File: src/rtl/uart_fifo_pkg.sv
package uart_fifo_pkg;

  // Strobes from the control register to the queue datapath
  typedef struct packed {
    logic txClr;   // empty the transmit queue this cycle
    logic rxClr;   // empty the receive queue this cycle
    logic capOne;  // queues limited to one entry
  } fifoStrobes_t;

  // Shared trigger table for both directions
  function automatic int unsigned trigLevel(input logic [1:0] code);
    case (code)
      2'd0:    return 1;
      2'd1:    return 4;
      2'd2:    return 8;
      default: return 14;
    endcase
  endfunction

endpackage

File: src/rtl/fifo_ctrl_regs.sv
module fifo_ctrl_regs
  import uart_fifo_pkg::*;
(
  input  logic         clk,
  input  logic         rstN,
  input  logic         cfgWrEn,
  input  logic [7:0]   cfgWrData,
  input  logic         enhEn,
  output fifoStrobes_t strobes,
  output logic         fifoEnable,
  output logic         dmaMode,
  output logic [1:0]   txTrig,
  output logic [1:0]   rxTrig
);

  logic enChange;
  logic fieldWr;

  always_comb begin
    enChange       = cfgWrEn && (cfgWrData[0] != fifoEnable);
    fieldWr        = cfgWrEn && cfgWrData[0];
    strobes.rxClr  = enChange || (fieldWr && cfgWrData[1]);
    strobes.txClr  = enChange || (fieldWr && cfgWrData[2]);
    strobes.capOne = !fifoEnable;
  end

  always_ff @(posedge clk or negedge rstN) begin
    if (!rstN) begin
      fifoEnable <= 1'b0;
      dmaMode    <= 1'b0;
      txTrig     <= 2'd0;
      rxTrig     <= 2'd0;
    end else if (cfgWrEn) begin
      fifoEnable <= cfgWrData[0];
      if (cfgWrData[0]) begin
        dmaMode <= cfgWrData[3];
        rxTrig  <= cfgWrData[7:6];
        if (enhEn) txTrig <= cfgWrData[5:4];
      end
    end
  end

endmodule

File: src/rtl/fifo_lane.sv
module fifo_lane #(
  parameter int DEPTH = 16,
  parameter int WIDTH = 8,
  localparam int PTR_W = $clog2(DEPTH),
  localparam int CNT_W = $clog2(DEPTH + 1)
) (
  input  logic             clk,
  input  logic             rstN,
  input  logic             clr,
  input  logic             capOne,
  input  logic             push,
  input  logic [WIDTH-1:0] pushData,
  input  logic             pop,
  output logic [WIDTH-1:0] popData,
  output logic [CNT_W-1:0] count,
  output logic             overflow,
  output logic             underflow
);

  localparam logic [PTR_W-1:0] PTR_LAST = PTR_W'(DEPTH - 1);

  logic [WIDTH-1:0] mem [DEPTH];
  logic [PTR_W-1:0] wrPtr, rdPtr;
  logic [CNT_W-1:0] cap;
  logic full, empty, pushOk, popOk;

  always_comb begin
    cap    = capOne ? CNT_W'(1) : CNT_W'(DEPTH);
    full   = count >= cap;
    empty  = count == '0;
    pushOk = push && !full && !clr;
    popOk  = pop && !empty && !clr;
  end

  always_ff @(posedge clk) begin
    if (pushOk) mem[wrPtr] <= pushData;
  end

  always_ff @(posedge clk or negedge rstN) begin
    if (!rstN) begin
      wrPtr     <= '0;
      rdPtr     <= '0;
      count     <= '0;
      popData   <= '0;
      overflow  <= 1'b0;
      underflow <= 1'b0;
    end else begin
      overflow  <= push && full && !clr;
      underflow <= pop && empty && !clr;
      if (clr) begin
        wrPtr <= '0;
        rdPtr <= '0;
        count <= '0;
      end else begin
        if (pushOk) wrPtr <= (wrPtr == PTR_LAST) ? '0 : wrPtr + 1'b1;
        if (popOk) begin
          popData <= mem[rdPtr];
          rdPtr   <= (rdPtr == PTR_LAST) ? '0 : rdPtr + 1'b1;
        end
        count <= count + CNT_W'(pushOk) - CNT_W'(popOk);
      end
    end
  end

endmodule

File: src/rtl/fifo_datapath.sv
module fifo_datapath
  import uart_fifo_pkg::*;
#(
  parameter int DEPTH = 16,
  parameter int WIDTH = 8,
  localparam int CNT_W = $clog2(DEPTH + 1)
) (
  input  logic             clk,
  input  logic             rstN,
  input  fifoStrobes_t     strobes,
  input  logic             dmaMode,
  input  logic [1:0]       txTrig,
  input  logic [1:0]       rxTrig,
  input  logic             txPush,
  input  logic [WIDTH-1:0] txPushData,
  input  logic             txPop,
  output logic [WIDTH-1:0] txPopData,
  input  logic             rxPush,
  input  logic [WIDTH-1:0] rxPushData,
  input  logic             rxPop,
  output logic [WIDTH-1:0] rxPopData,
  output logic [CNT_W-1:0] txCount,
  output logic [CNT_W-1:0] rxCount,
  output logic             txIrq,
  output logic             rxIrq,
  output logic             txReady,
  output logic             rxReady,
  output logic             txOverflow,
  output logic             txUnderflow,
  output logic             rxOverflow,
  output logic             rxUnderflow
);

  localparam int LANES = 2;  // lane 0 transmit, lane 1 receive

  logic [LANES-1:0] laneClr, lanePush, lanePop, laneOvf, laneUnf;
  logic [WIDTH-1:0] lanePushD [LANES];
  logic [WIDTH-1:0] lanePopD  [LANES];
  logic [CNT_W-1:0] laneCnt   [LANES];

  assign laneClr      = {strobes.rxClr, strobes.txClr};
  assign lanePush     = {rxPush, txPush};
  assign lanePop      = {rxPop, txPop};
  assign lanePushD[0] = txPushData;
  assign lanePushD[1] = rxPushData;

  for (genvar g = 0; g < LANES; g++) begin : gLane
    fifo_lane #(.DEPTH(DEPTH), .WIDTH(WIDTH)) u_lane (
      .clk      (clk),
      .rstN     (rstN),
      .clr      (laneClr[g]),
      .capOne   (strobes.capOne),
      .push     (lanePush[g]),
      .pushData (lanePushD[g]),
      .pop      (lanePop[g]),
      .popData  (lanePopD[g]),
      .count    (laneCnt[g]),
      .overflow (laneOvf[g]),
      .underflow(laneUnf[g])
    );
  end

  logic [CNT_W-1:0] txLevel, rxLevel, cap, txFree;

  always_comb begin
    txPopData   = lanePopD[0];
    rxPopData   = lanePopD[1];
    txCount     = laneCnt[0];
    rxCount     = laneCnt[1];
    txOverflow  = laneOvf[0];
    rxOverflow  = laneOvf[1];
    txUnderflow = laneUnf[0];
    rxUnderflow = laneUnf[1];
    txLevel     = CNT_W'(trigLevel(txTrig));
    rxLevel     = CNT_W'(trigLevel(rxTrig));
    cap         = strobes.capOne ? CNT_W'(1) : CNT_W'(DEPTH);
    txFree      = cap - txCount;
    txIrq       = txCount < txLevel;
    rxIrq       = rxCount >= rxLevel;
    rxReady     = dmaMode ? rxIrq : (rxCount != '0);
    txReady     = dmaMode ? (txFree >= txLevel) : (txFree != '0);
  end

endmodule

File: src/rtl/uart_fifo_ctrl.sv
module uart_fifo_ctrl
  import uart_fifo_pkg::*;
#(
  parameter int DEPTH = 16,
  parameter int WIDTH = 8,
  localparam int CNT_W = $clog2(DEPTH + 1)
) (
  input  logic             clk,
  input  logic             rstN,
  input  logic             cfgWrEn,
  input  logic [7:0]       cfgWrData,
  input  logic             enhEn,
  input  logic             txPush,
  input  logic [WIDTH-1:0] txPushData,
  input  logic             txPop,
  output logic [WIDTH-1:0] txPopData,
  input  logic             rxPush,
  input  logic [WIDTH-1:0] rxPushData,
  input  logic             rxPop,
  output logic [WIDTH-1:0] rxPopData,
  output logic [CNT_W-1:0] txCount,
  output logic [CNT_W-1:0] rxCount,
  output logic             fifoEnable,
  output logic             dmaMode,
  output logic             txIrq,
  output logic             rxIrq,
  output logic             txReady,
  output logic             rxReady,
  output logic             txOverflow,
  output logic             txUnderflow,
  output logic             rxOverflow,
  output logic             rxUnderflow
);

  fifoStrobes_t strobes;
  logic [1:0]   txTrig, rxTrig;

  fifo_ctrl_regs u_ctrl (
    .clk       (clk),
    .rstN      (rstN),
    .cfgWrEn   (cfgWrEn),
    .cfgWrData (cfgWrData),
    .enhEn     (enhEn),
    .strobes   (strobes),
    .fifoEnable(fifoEnable),
    .dmaMode   (dmaMode),
    .txTrig    (txTrig),
    .rxTrig    (rxTrig)
  );

  fifo_datapath #(.DEPTH(DEPTH), .WIDTH(WIDTH)) u_data (
    .clk        (clk),
    .rstN       (rstN),
    .strobes    (strobes),
    .dmaMode    (dmaMode),
    .txTrig     (txTrig),
    .rxTrig     (rxTrig),
    .txPush     (txPush),
    .txPushData (txPushData),
    .txPop      (txPop),
    .txPopData  (txPopData),
    .rxPush     (rxPush),
    .rxPushData (rxPushData),
    .rxPop      (rxPop),
    .rxPopData  (rxPopData),
    .txCount    (txCount),
    .rxCount    (rxCount),
    .txIrq      (txIrq),
    .rxIrq      (rxIrq),
    .txReady    (txReady),
    .rxReady    (rxReady),
    .txOverflow (txOverflow),
    .txUnderflow(txUnderflow),
    .rxOverflow (rxOverflow),
    .rxUnderflow(rxUnderflow)
  );

endmodule

File: config.mk
export PLATFORM = sky130hd
export DESIGN_NAME = uart_fifo_ctrl
export DESIGN_NICKNAME = d
export VERILOG_FILES = /design/src/rtl/uart_fifo_pkg.sv /design/src/rtl/fifo_ctrl_regs.sv /design/src/rtl/fifo_lane.sv /design/src/rtl/fifo_datapath.sv /design/src/rtl/uart_fifo_ctrl.sv
export SDC_FILE = /design/constraint.sdc
export NUM_CORES = 1
export LEC_CHECK = 0
export BUFFER_PORTS_ARGS = -buffer_cell sky130_fd_sc_hd__clkbuf_2
export CAP_MARGIN = 20
export CELL_PAD_IN_SITES_DETAIL_PLACEMENT = 1
export CELL_PAD_IN_SITES_GLOBAL_PLACEMENT = 1
export CORE_MARGIN = 1.5
export CORE_UTILIZATION = 48
export DETAILED_ROUTE_END_ITERATION = 16
export GPL_TIMING_DRIVEN = 0
export HOLD_SLACK_MARGIN = 0.08
export PLACE_DENSITY_LB_ADDON = 0.12
export SLEW_MARGIN = 20
export SYNTH_ARGS = -nofsm -noshare
export SYNTH_HDL_FRONTEND = slang
export SYNTH_SLANG_ARGS = --single-unit
File: constraint.sdc
create_clock -name clk -period 3 [get_ports clk]
set_clock_uncertainty 0.1 [all_clocks]
set_input_delay 0.6 -clock clk [delete_from_list [all_inputs] [get_ports clk]]
set_output_delay 0.6 -clock clk [all_outputs]
set_load 0.02 [all_outputs]
[After elaboration in Yosys (flattened, before gate mapping)]
Memories as Yosys holds them, arrays and structs flattened. A register that Yosys moved wholly into a read port is not among the register bits.
Index checks and enable logic that the tools add are counted.
Widths: inputs -> output; s select.
Word-level totals
  register bits: 36
  bits in writable memories: 256
  output and inout bits: 36
  word-level logic and storage cells: 108
  memories kept: 2
Memory list
  u_data.gLane[0].u_lane.mem: words 16, width 8, rd ports 1, clocked after Yosys merged registers in 1, write ports 1, line fifo_lane.sv:22  | logic [WIDTH-1:0] mem [DEPTH];
  u_data.gLane[1].u_lane.mem: words 16, width 8, rd ports 1, clocked after Yosys merged registers in 1, write ports 1, line fifo_lane.sv:22
Cells by class
  $add $sub $neg: 9
  $lt $le $gt $ge: 5
  eq/ne operators: 9
  multiplexer cells: 23
  bitwise gates (word level): 2
  reduce and logical (&&, ||, !) cells: 44
Operator list (count)
  $mux 4: 12
  $pmux 4 s3: 2
  $logic_and 1x1->1: 20
  $add 4x1->4 const B: 4
  $eq 4x4->1 const B: 4
  $mux 5: 3
  $add 5x1->5: 2
  $ge 5x4->1: 2
  $ge 5x5->1: 2
  $logic_not 5->1: 2
  $reduce_bool 5->1: 2
  $sub 5x1->5: 2
  $logic_not 1->1: 8
  $reduce_bool 2->1: 4
  $mux 1: 6
  $reduce_and 2->1: 3
  $lt 5x4->1: 1
  $sub 5x5->5: 1
  $eq 2x1->1 const B: 2
  $eq 2x2->1 const B: 2
  $logic_not 2->1: 2
  $reduce_and 3->1: 1
  $logic_or 1x1->1: 2
  $not 1->1: 2
  $ne 1x1->1: 1

[Depth between registers and ports, before layout]
Gate-level depths: netlist (run 1).
  depth after elaboration: 8
  mapped depth: 17
  depth with buffers taken out: 16

[Hierarchy]
From an unflattened synthesis (run 1), not the netlist that was laid out.
Unflattened totals
  cells, all modules: 796
  area, all modules: 13307.8 µm²
Modules (own cells, without submodules)
  fifo_lane (u_data.gLane[0].u_lane): instances 1, cells each 379, area each 6411.1 µm²
  fifo_lane (u_data.gLane[1].u_lane): instances 1, cells each 343, area each 6239.7 µm²
  fifo_datapath: instances 1, cells each 54, area each 407.9 µm²
  fifo_ctrl_regs: instances 1, cells each 20, area each 249.0 µm²

[Worst setup path after synthesis (run 1)]
No wires, ideal clock.
  kind: reg-to-reg
  start: register u_ctrl.fifoEnable
  end: register u_data.gLane[1].u_lane.count[4]
  library setup time: 0.132 ns
  arrival: 3.036 ns
  data required time: 2.768 ns
  setup slack: -0.268 ns
  stages on the path, launching flop included: 18
  clock period less this slack: 3.268 ns
  path through: dfrtp_1 > inv_1 > ha_1 > and3b_1 > o21ai_1 > and4_1 > buf_2 > inv_1 > ha_1 > inv_1 > ha_1 > inv_1 > fa_1 > nor2_1 > nor2_1 > o21bai_1 > xnor2_1 > nor2_1
On the way
  cells in the longest elaborated chain, start to end: 8
  elaborated cells between the ends (all ways): 13
  classes of those cells: add/sub (2); order compare (1); eq/ne (1); mux (2); reduce/logical (7)
RTL lines
  start, declared: line fifo_ctrl_regs.sv:10  | output logic fifoEnable,
  start signal, assigned: line fifo_ctrl_regs.sv:34  | fifoEnable <= cfgWrData[0];
  $mux 5 or $ne 1x1->1 (tied branches): line fifo_lane.sv:28, fifo_ctrl_regs.sv:20
  $ge 5x5->1 or $logic_and 1x1->1 (tied branches): line fifo_lane.sv:29, fifo_ctrl_regs.sv:20
  $logic_not 1->1 or $logic_or 1x1->1 (tied branches): line fifo_lane.sv:31, fifo_ctrl_regs.sv:22
  $logic_and 1x1->1 or $logic_not 1->1 (tied branches): line fifo_lane.sv:31, fifo_lane.sv:32
  $logic_and 1x1->1: line fifo_lane.sv:31  | pushOk = push && !full && !clr;
  $add 5x1->5: line fifo_lane.sv:60  | count <= count + CNT_W'(pushOk) - CNT_W'(popOk);
  $sub 5x1->5: line fifo_lane.sv:60
  $mux 5 *: line fifo_lane.sv:50  | if (clr) begin
  end signal, assigned: line fifo_lane.sv:60
  end, declared: line fifo_lane.sv:15  | output logic [CNT_W-1:0] count,
Mark *: on every way between the ends. The rest lies on a longest branch, timed or not.
A chain may end at the register's enable or synchronous reset.

[Final worst setup path (run 1)]
  start: register u_ctrl.fifoEnable
  end: output txReady
On the way
  cells in the longest elaborated chain, start to end: 4
  elaborated cells between the ends (all ways): 5
  classes of those cells: add/sub (1); order compare (1); mux (2); reduce/logical (1)
RTL lines
  $mux 5 *: line fifo_datapath.sv:76  | cap = strobes.capOne ? CNT_W'(1) : CNT_W'(DEPTH);
  $sub 5x5->5 *: line fifo_datapath.sv:77  | txFree = cap - txCount;
  $ge 5x4->1 or $reduce_bool 5->1 (tied branches): line fifo_datapath.sv:81  | txReady = dmaMode ? (txFree >= txLevel) : (txFree != '0);
  $mux 1 *: line fifo_datapath.sv:81
  end, declared: line uart_fifo_ctrl.sv:27  | output logic txReady,
Marks and branches as above.

==> results of run 1 <==
[layout make-up]
| cell class | instances | share of cell area, % |
|---|---|---|
| sequential | 308 | 56.8 |
| multi-input combinational | 380 | 26.1 |
| clock buffer | 49 | 5.99 |
| timing repair buffer | 122 | 4.94 |
| tap | 341 | 2.69 |
| buffer | 28 | 1.74 |
| clock inverter | 12 | 0.979 |
| inverter | 30 | 0.790 |
[path summary, 6_finish.rpt]
| path | slack [ns] | startpoint | endpoint | cells past startpoint |
|---|---|---|---|---|
| max | -0.07 | u_ctrl.fifoEnable | txReady | 9 |
| min | 0.22 | cfgWrEn | u_ctrl.fifoEnable | 2 |
| max reg2reg | -0.02 | u_ctrl.fifoEnable | u_data.gLane[0].u_lane.count[4] | 15 |
| min reg2reg | 0.39 | u_data.gLane[0].u_lane.popData[1] | u_data.gLane[0].u_lane.popData[1] | 2 |
| max in group asynchronous | 1.85 | rstN | u_data.gLane[0].u_lane.count[4] | 3 |
| min in group asynchronous | 0.41 | rstN | u_data.gLane[1].u_lane.popData[2] | 2 |
[metal layers]
metal	share of wire [%]	vias up	global-route usage, %
met5	0	-	0
met4	1.9	0	5.39
met3	4.3	42	3.38
met2	49	184	36.2
met1	45	3825	31.8
li1	-	3235	-
[worst max-delay path: stages, from the launching register on]
cell and delay [ns]:
dfrtp_2 0.47, ha_4 0.20, inv_4 0.04, ha_4 0.26, ha_4 0.18, a21o_1 0.18
a21o_1 0.16, a21oi_2 0.13, o21ai_2 0.08, buf_6 0.14
[power by group through the flow]
| stage | sequential (mW) | combinational (mW) | clock [mW] |
|---|---|---|---|
| floorplan | 5.51 | 2.72 | 0 |
| global placement | 5.34 | 3.91 | 0 |
| detailed placement | 5.37 | 4.08 | 0 |
| CTS | 5.23 | 4.66 | 4.19 |
| global route | 5.28 | 5.14 | 4.33 |
| finish | 5.24 | 4.75 | 4.13 |
[cell usage in the layout (no fill, tap or decap), types with 18 or more instances in the layout]
cell type	count
nor2_1	35
edfxtp_1	256
ha_1	29
mux4_2	48
mux2i_1	28
clkbuf_16	35
clkbuf_2	65
clkbuf_1	18
dfrtp_1	41
buf_4	54
nand2_1	49
[cells by family (layout without fill, tap and decap cells)]
logic type	count (synthesis)	count (layout)	share of synthesized area, %
AND/OR/NAND/NOR	160	160	6.36
AO/OA/AOI/OAI	65	65	3.80
buffers and inverters	60	241	2.99
multiplexers	97	97	13.9
flip-flops	308	308	67.8
adder cells (fa/ha/maj)	43	43	4.17
XOR/XNOR	15	15	0.991
[flip-flops by register name, summed over array words and instances, names as in the netlist, 2 cells and up]
register                       cells
u_ctrl.rxTrig                      2
u_ctrl.txTrig                      2
u_data.gLane.u_lane.count         10
u_data.gLane.u_lane.mem          256
u_data.gLane.u_lane.overflow       2
u_data.gLane.u_lane.popData       16
u_data.gLane.u_lane.rdPtr          8
u_data.gLane.u_lane.underflow      2
u_data.gLane.u_lane.wrPtr          8
[repair_timing]
action                                  4_1_cts  5_1_grt
hold buffers                                  1        0
hold endpoints to repair                     11        0
endpoints found under the setup margin        8       40
buffers inserted                             53        2
gates resized for setup                      37       20
pin swaps                                    24       17
[stage by stage]
stage / power [mW] / utilization, % / hold slack (ns) / std cells
2_1_floorplan: 8.23 / - / 0.204 / 748
3_3_place_gp: 9.26 / 52.0 / 0.373 / 1156
3_5_place_dp: 9.46 / 52.2 / 0.389 / 1157
4_1_cts: 14.1 / 58.4 / 0.195 / 1270
5_1_grt: 14.8 / 58.6 / 0.208 / 1270
6_report: 14.1 / 58.6 / 0.219 / 1270
==> summary.md, run 1 <==
| Metric | Value |
|---|---|
| GR Overflow Total | `0` |
| Htree depth | `2` |
| PwrDens | `891 mW/mm^2` |
| Period utilisation layout | `102%` |
| Cell variety after synth | `65` |
| Final TNS setup | `-0.0854 ns` |
| Final Cell Area | `0.0158 sq mm` |
| Crit. End Element | `output pin` |
| CTS Buffer Depth | `3` |
| Drt pass-1 iters | `5` |
| Share of power burned in registers | `37.1%` |
| DP Wirelength | `20,000 um` |
| Die width | `169 um` |
| Crit Path Max Fanout | `5` |
| Syn nets | `823` |
| Final RePlAce weighted congestion | `0.776` |
| Number of synthesized register bits | `308` |
| Number of synthesized flops with an enable pin | `256` |
| Yosys top cell area share | `58.0%` |
| Max Cap Viol | `0` |
| Pin slew with the least headroom to its limit | `0.840 ns` |
| Final layout net count | `979` |
| Outcome | `finished, violations left` |
| Worst Hold Class | `in -> reg` |
| Pre-CTS setup slack | `-0.543 ns` |
| Hold Vio Cnt, Final | `0` |
| Remaining DRCs | `0` |
| Final Setup Violations | `2` |
| Leak pwr | `5.68 nW` |
| First-pass GRT wire length | `47,000 um` |
| Failing checks | `setup timing` |
| Reg area | `0.00900 sq mm` |
| Syn-to-layout area delta | `19.5%` |
| RSZ-0062 raised after global routing | `yes` |
| Power Internal | `9.70 mW` |
| Multi-input gate area | `0.00413 sq mm` |
| Dpl cell area | `0.0141 sq mm` |
| Die ar. | `0.0286 sq mm` |
| Root buffer cell | `clkbuf_16` |
| Antenna violations before repair | `0` |
| CP required | `2.30 ns` |
| Comb power frac | `33.7%` |
| Final min period | `3.07 ns` |
| I/O pin total | `68` |
| CORE AREA | `0.0270 sq mm` |
| Most instantiated cells after synthesis | `edfxtp_1, dfrtp_1, nand2_1` |
| Switching power | `4.41 mW` |
| Switching part of the total | `31.2%` |
| Top cells by area, synth | `edfxtp_1, dfrtp_1, mux4_2` |
| Post-Syn Area | `0.0133 sq mm` |
| Global-route usage over all layers | `22.2%` |
| Setup ws final | `-0.0681 ns` |
| Seq/Total Area, Yosys | `67.8%` |
| Maximum VDD drop | `0.515 mV` |
| Classification of the worst setup path | `reg -> out` |
| TritonCTS Buffers | `34` |
| Reg clk slew, reported paths | `0.06 ns` |
| Avg Cell Area, Syn | `17.7 sq um` |
| Vias | `7,286` |
| Number of synthesis warnings | `0` |
| Routed WL | `30,800 um` |
| Starting density of the core | `49.0%` |
| CTS tree | `built` |
| Async S/R FF share, synth | `16.9%` |
| ANT nets after route | `0` |
| Clock network power share | `29.2%` |
| Primary FF master, synth | `edfxtp_1` |
| Fillers | `2,440` |
| CP arrival | `2.37 ns` |
| Setup crit start kind | `flop` |
| Clock Latency Late Sink | `0.51 ns` |
| Share of cells above drive strength 1 | `34.6%` |
| Worst slew margin | `43.7%` |
| Initial DRC count | `379` |
| Peak Freq | `326 MHz` |
| Pin count of the biggest net entering global routing | `42` |
| Die H | `169 um` |
| Yosys top cell by area | `edfxtp_1` |
| Wire per inst | `24.2 um` |
| Vias in the first global route | `7,766` |
| Row count | `60` |
| Buffers on Ports | `67` |
| Clk sinks | `308` |
| Cells after Synth | `748` |
| Vias/cell | `5.74` |
| Most common cell in the netlist | `edfxtp_1` |
| # diodes | `0` |
| Pins Over Slew Limit | `0` |
(Power assumes the default switching activity.)
==> inputs of run 2 (changes only) <==
--- a/config.mk
+++ b/config.mk
@@ -15,6 +15,7 @@
 export GPL_TIMING_DRIVEN = 0
 export HOLD_SLACK_MARGIN = 0.08
 export PLACE_DENSITY_LB_ADDON = 0.12
+export RECOVER_POWER = 25
 export SLEW_MARGIN = 20
 export SYNTH_ARGS = -nofsm -noshare
 export SYNTH_HDL_FRONTEND = slang
==> summary.md, run 2 (synthesized netlist as in run 1, its figures left out) <==
| Metric | Value |
|---|---|
| Buffers on Ports | `67` |
| Reg area | `0.00900 sq mm` |
| Power Internal | `9.70 mW` |
| Outcome | `finished, violations left` |
| Worst Hold Class | `in -> reg` |
| # diodes | `0` |
| Fin util | `58.6%` |
| Share of cells above drive strength 1 | `33.4%` |
| CP Buf/Inv Count | `2` |
| Vias/cell | `5.74` |
| Initial DRC count | `376` |
| Commonest non-fill, non-tap cell in the layout | `edfxtp_1` |
| Leak pwr | `5.65 nW` |
| Final Cell Area | `0.0158 sq mm` |
| Highest metal layer with signal wires | `met4` |
| Die H | `169 um` |
| Setup crit start | `u_ctrl.fifoEnable` |
| Worst Reg2Reg Path Length in Cells | `15` |
| CP max stage cell | `dfrtp_2` |
| Fillers | `2,448` |
| Met1 WL | `14,000 um` |
| Switching power | `4.41 mW` |
| Worst slew margin | `43.8%` |
| Antenna violations before repair | `0` |
| Clk sinks | `308` |
| Switching part of the total | `31.2%` |
| RSZ-0062 raised after global routing | `yes` |
| Met3 wire len | `1300 um` |
| Multi-input gate area | `0.00413 sq mm` |
| Die ar. | `0.0286 sq mm` |
| Reg clk slew, reported paths | `0.06 ns` |
| Setup slack, reg-to-reg | `-0.02 ns` |
| CTS Buffer Depth | `3` |
| GR Overflow Total | `0` |
| Share of power burned in registers | `37.1%` |
| First-pass GRT wire length | `47,000 um` |
| Peak Freq | `326 MHz` |
| Setup ws final | `-0.0683 ns` |
| Final Setup Violations | `2` |
| Vias in the first global route | `7,766` |
| CP required | `2.30 ns` |
| Setup crit start kind | `flop` |
| Most frequent cells in the layout | `edfxtp_1, buf_4, clkbuf_2, nand2_1, mux4_2` |
| Drt pass-1 iters | `5` |
| Met2 routed WL | `15,000 um` |
| Hold Vio Cnt, Final | `0` |
| CP arrival | `2.37 ns` |
| DP Wirelength | `20,000 um` |
| Maximum VDD drop | `0.515 mV` |
| Clock network power share | `29.2%` |
| Largest register FFs | `256` |
| Comb power frac | `33.6%` |
| Crit. End Element | `output pin` |
| Most frequent CP cell | `ha_4` |
| Crit Path Max Fanout | `5` |
| Levels on crit path | `9` |
| Routed WL | `30,800 um` |
| Die width | `169 um` |
| Pin slew with the least headroom to its limit | `0.838 ns` |
| Max Cap Viol | `0` |
| PwrDens | `891 mW/mm^2` |
| Wire per inst | `24.2 um` |
| Vias | `7,284` |
| Largest stage delay, worst path | `0.47 ns` |
| I/O pin total | `68` |
| Remaining DRCs | `0` |
| Crit-path leading delay family | `adder cells` |
| Row count | `60` |
| ANT nets after route | `0` |
| Final layout net count | `979` |
| Worst R2R Start | `u_ctrl.fifoEnable` |
| Root buffer cell | `clkbuf_16` |
| Classification of the worst setup path | `reg -> out` |
| Cell total after placement | `1,157` |
| Final RePlAce weighted congestion | `0.776` |
| CTS tree | `built` |
| Non-Filler Instances | `1,270` |
| Htree depth | `2` |
| Worst-path cell chain | `ha_4, inv_4, ha_4, ha_4, a21o_1, a21o_1, a21oi_2, o21ai_2, buf_6` |
| Clock Latency Late Sink | `0.51 ns` |
| Period utilisation layout | `102%` |
| Failing checks | `setup timing` |
| Reg-to-Reg End | `u_data.gLane[0].u_lane.count[4]` |
| CP endpoint | `txReady` |
| Starting density of the core | `49.0%` |
| Dpl cell area | `0.0141 sq mm` |
| Biggest register | `u_data.gLane.u_lane.mem` |
| Top flop regs | `u_data.gLane.u_lane.mem: 256 flops, u_data.gLane.u_lane.popData: 16 flops, u_data.gLane.u_lane.count: 10 flops` |
| Global-route usage over all layers | `22.2%` |
| CORE AREA | `0.0270 sq mm` |
| Final min period | `3.07 ns` |
| Pins Over Slew Limit | `0` |
| Pin count of the biggest net entering global routing | `42` |
| TritonCTS Buffers | `34` |
| Syn-to-layout area delta | `19.4%` |
run 2: cell count changes in the layout (fill, tap and decap cells not counted):
| cell | previous run | this run |
|---|---|---|
| clkbuf_1 | 18 | 29 |
| clkbuf_2 | 65 | 54 |
run 2: metrics by stage:
step / setup slack (ns) / TNS, ns / hold WS [ns] / total power [mW]
5_1_grt: -0.158 / -0.344 / 0.208 / 14.7
3_3_place_gp: -0.478 / -6.82 / 0.373 / 9.26
3_5_place_dp: -0.543 / -1.53 / 0.389 / 9.46
2_1_floorplan: -0.0219 / -0.0219 / 0.204 / 8.23
6_report: -0.0683 / -0.0863 / 0.219 / 14.1
4_1_cts: -0.0965 / -0.122 / 0.195 / 14.1
run 2: timing repair:
item                                   4_1_cts  5_1_grt
resized for setup                           37       20
setup endpoints to repair                    8       40
cloned                                       0        0
setup buffers                               53        2
endpoints found under the hold margin       11        0
pin swaps                                   24       17
hold buffers                                 1        0
run 2: layer usage:
| metal | global-route usage (%) | up-vias |
|---|---|---|
| met5 | 0 | - |
| met4 | 5.39 | 0 |
| met3 | 3.38 | 42 |
| met2 | 36.2 | 189 |
| met1 | 31.8 | 3818 |
| li1 | - | 3235 |
run 2: area by class of cell:
type	instances	share of cell area (%)
buffer	28	1.74
clock buffer	49	5.99
multi-input combinational	380	26.1
clock inverter	12	0.980
sequential	308	56.9
inverter	30	0.790
timing repair buffer	122	4.86
tap	341	2.69
run 2: power by group through the flow:
stage	Combinational [mW]	Sequential [mW]	Clock (mW)
floorplan	2.72	5.51	0
global placement	3.91	5.34	0
detailed placement	4.08	5.37	0
CTS	4.66	5.23	4.19
global route	5.14	5.28	4.33
finish	4.75	5.24	4.13
run 2: how the worst min path moves through the flow:
stage / depth (start not counted) / slack, ns / end / start
finish: 2 / 0.22 / u_ctrl.fifoEnable / cfgWrEn
global route: 2 / 0.21 / u_ctrl.fifoEnable / cfgWrEn
CTS: 2 / 0.19 / u_ctrl.fifoEnable / cfgWrEn
detailed placement: 2 / 0.39 / u_data.gLane[0].u_lane.popData[1] / u_data.gLane[0].u_lane.popData[1]
global placement: 2 / 0.37 / u_data.gLane[1].u_lane.popData[1] / u_data.gLane[1].u_lane.popData[1]
floorplan: 0 / 0.20 / u_ctrl.dmaMode / rstN
==> inputs of run 3 (changes only) <==
--- a/config.mk
+++ b/config.mk
@@ -5,12 +5,13 @@
 export SDC_FILE = /design/constraint.sdc
 export NUM_CORES = 1
 export LEC_CHECK = 0
+export ABC_AREA = 1
 export BUFFER_PORTS_ARGS = -buffer_cell sky130_fd_sc_hd__clkbuf_2
 export CAP_MARGIN = 20
 export CELL_PAD_IN_SITES_DETAIL_PLACEMENT = 1
 export CELL_PAD_IN_SITES_GLOBAL_PLACEMENT = 1
 export CORE_MARGIN = 1.5
-export CORE_UTILIZATION = 48
+export CORE_UTILIZATION = 44
 export DETAILED_ROUTE_END_ITERATION = 16
 export GPL_TIMING_DRIVEN = 0
 export HOLD_SLACK_MARGIN = 0.08
==> constraint.sdc (replaced) <==
create_clock -name clk -period 3 [get_ports clk]
set_clock_uncertainty 0.1 [all_clocks]
set_input_delay 0.6 -clock clk [delete_from_list [all_inputs] [get_ports clk]]
set_output_delay 0.6 -clock clk [all_outputs]
set_load 0.005 [all_outputs]
==> summary.md, run 3 <==
| Metric | Value |
|---|---|
| Starting density of the core | `45.0%` |
| Cell variety after synth | `33` |
| Worst Hold Class | `in -> reg` |
| CP required | `2.30 ns` |
| Routed WL | `41,800 um` |
| Syn nets | `1,533` |
| Crit-path leading delay family | `adder cells` |
| Hold WS | `0.192 ns` |
| Most frequent cells in the layout | `nand2_1, edfxtp_1, inv_1, nand3_1, clkbuf_2` |
| Outcome | `complete, no violations` |
| Leak pwr | `7.43 nW` |
| CTS Buffer Depth | `3` |
| Setup crit start kind | `flop` |
| Final min period | `2.97 ns` |
| Die H | `183 um` |
| CP Buf/Inv Count | `3` |
| Die width | `183 um` |
| Largest register FFs | `256` |
| Top flop regs | `u_data.gLane.u_lane.mem: 256 flops, u_data.gLane.u_lane.popData: 16 flops, u_data.gLane.u_lane.count: 10 flops` |
| Reg area | `0.00900 sq mm` |
| Max Cap Viol | `0` |
| Final RePlAce weighted congestion | `0.857` |
| ANT nets after route | `0` |
| TritonCTS Buffers | `36` |
| Non-Filler Instances | `2,044` |
| Pins Over Slew Limit | `0` |
| Seq/Total Area, Yosys | `62.8%` |
| Dpl cell area | `0.0152 sq mm` |
| Final Cell Area | `0.0166 sq mm` |
| Vias/cell | `5.22` |
| Pwr Total | `14.5 mW` |
| Async S/R FF share, synth | `16.9%` |
| CP max stage cell | `dfrtp_2` |
| Final TNS setup | `0 ns` |
| Htree depth | `2` |
| First-pass GRT wire length | `63,400 um` |
| Vias | `10,700` |
| Root buffer cell | `clkbuf_16` |
| Classification of the worst setup path | `reg -> out` |
| Die ar. | `0.0336 sq mm` |
| Row count | `65` |
| Most instantiated cells after synthesis | `nand2_1, edfxtp_1, inv_1` |
| Clk sinks | `308` |
| GR Overflow Total | `0` |
| Number of synthesized flops with an enable pin | `256` |
| Wire per inst | `20.4 um` |
| Crit Path Max Fanout | `5` |
| Number of synthesized register bits | `308` |
| Clock Latency Late Sink | `0.53 ns` |
| Avg Cell Area, Syn | `9.82 sq um` |
| Peak Freq | `337 MHz` |
| Top cells by area, synth | `edfxtp_1, nand2_1, dfrtp_1` |
| Yosys top cell by area | `edfxtp_1` |
| Biggest register | `u_data.gLane.u_lane.mem` |
| Most frequent CP cell | `nand2_1` |
| Reg clk slew, reported paths | `0.06 ns` |
| Maximum VDD drop | `0.465 mV` |
| Pin slew with the least headroom to its limit | `1.03 ns` |
| I/O pin total | `68` |
| Cells after Synth | `1,458` |
| Number of synthesis warnings | `0` |
| Antenna violations before repair | `1` |
| CTS tree | `built` |
| Fillers | `3,604` |
| Worst-path cell chain | `ha_4, inv_4, ha_4, xor2_2, inv_1, ha_1, o21ai_1, nand2_1, nand2_1, nand2_1, nand2_1, nand2_1, clkbuf_2` |
| Primary FF master, synth | `edfxtp_1` |
| Share of cells above drive strength 1 | `13.7%` |
| Syn-to-layout area delta | `15.6%` |
| Post-Syn Area | `0.0143 sq mm` |
| Global-route usage over all layers | `25.5%` |
| Hold Vio Cnt, Final | `0` |
| Final Setup Violations | `0` |
| Vias in the first global route | `11,100` |
| Buffers on Ports | `67` |
| Initial DRC count | `829` |
| Cell total after placement | `1,961` |
| Largest stage delay, worst path | `0.46 ns` |
| Period utilisation layout | `99.0%` |
| Pin count of the biggest net entering global routing | `28` |
| CP arrival | `2.27 ns` |
| Commonest non-fill, non-tap cell in the layout | `nand2_1` |
| Yosys top cell area share | `53.7%` |
| RSZ-0062 raised after global routing | `yes` |
| Worst slew margin | `31.1%` |
| DP Wirelength | `28,500 um` |
| Drt pass-1 iters | `5` |
| Crit. End Element | `output pin` |
| # diodes | `0` |
| Remaining DRCs | `0` |
| Final layout net count | `1,657` |
| Most common cell in the netlist | `nand2_1` |
| CORE AREA | `0.0318 sq mm` |
| PwrDens | `875 mW/mm^2` |
| Multi-input gate area | `0.00413 sq mm` |
## run 3: through the flow
stage,worst slack [ns],util (%)
floorplan,0.126,-
global placement,-0.225,47.8
detailed placement,-0.337,47.9
CTS,-0.00676,51.9
global route,-0.110,52.1
finish,0.0288,52.1
## run 3: repair_timing
action / in CTS / in global routing
resized for setup: 29 / 8
endpoints found under the hold margin: 25 / 0
buffers inserted: 13 / 4
setup endpoints to repair: 4 / 3
hold buffers: 1 / 0
pin swaps: 11 / 9
## run 3: report_power, final
group / total, mW / internal [mW] / switching [mW]
Sequential: 5.20 / 4.99 / 0.209
Combinational: 5.15 / 1.74 / 3.40
Clock: 4.14 / 2.38 / 1.76
## run 3: layout make-up
class                   count  area share (%)
clock inverters            19           0.779
clock buffers              46            5.86
well taps                 435            3.29
multi-input cells         836            25.0
plain buffers              55            1.96
repair buffers             86            2.90
flip-flops and latches    308            54.4
inverters                 259            5.89
## run 3: tightest hold or removal path, cell delays in order
cell and delay (ns):
clkbuf_2 0.08, nand2_1 0.04, o21ai_0 0.06
## run 3: path summary, 6_finish.rpt
| kind | from | to | slack, ns | depth (start not counted) |
|---|---|---|---|---|
| worst max register to register | u_ctrl.fifoEnable | u_data.gLane[0].u_lane.count[4] | 0.11 | 15 |
| worst min register to register | u_data.gLane[0].u_lane.popData[0] | u_data.gLane[0].u_lane.popData[0] | 0.38 | 2 |
| worst max-delay path | u_ctrl.fifoEnable | txReady | 0.03 | 13 |
| worst min-delay path | cfgWrData[7] | u_ctrl.rxTrig[1] | 0.19 | 3 |
| min in group asynchronous | rstN | u_ctrl.fifoEnable | 0.48 | 2 |
| max in group asynchronous | rstN | u_data.gLane[1].u_lane.popData[3] | 1.76 | 3 |
## run 3: cells by family after synthesis
logic type | Yosys count | synth area share, %
AOI/OAI and AO/OA | 47 | 1.82
adders and majority gates | 43 | 3.86
and+or+nand+nor | 734 | 21.8
buffers and inverters | 314 | 9.00
DFF | 308 | 62.8
xor gates and xnor gates | 12 | 0.734
## run 3: metal layers
metal | part of all wire [%] | GRT usage, % | up-vias
met3 | 6.5 | 4.29 | 82
li1 | - | - | 4937
met2 | 47 | 41.9 | 375
met5 | 0.031 | 0 | -
met1 | 44 | 34.6 | 5266
met4 | 2.7 | 8.56 | 2
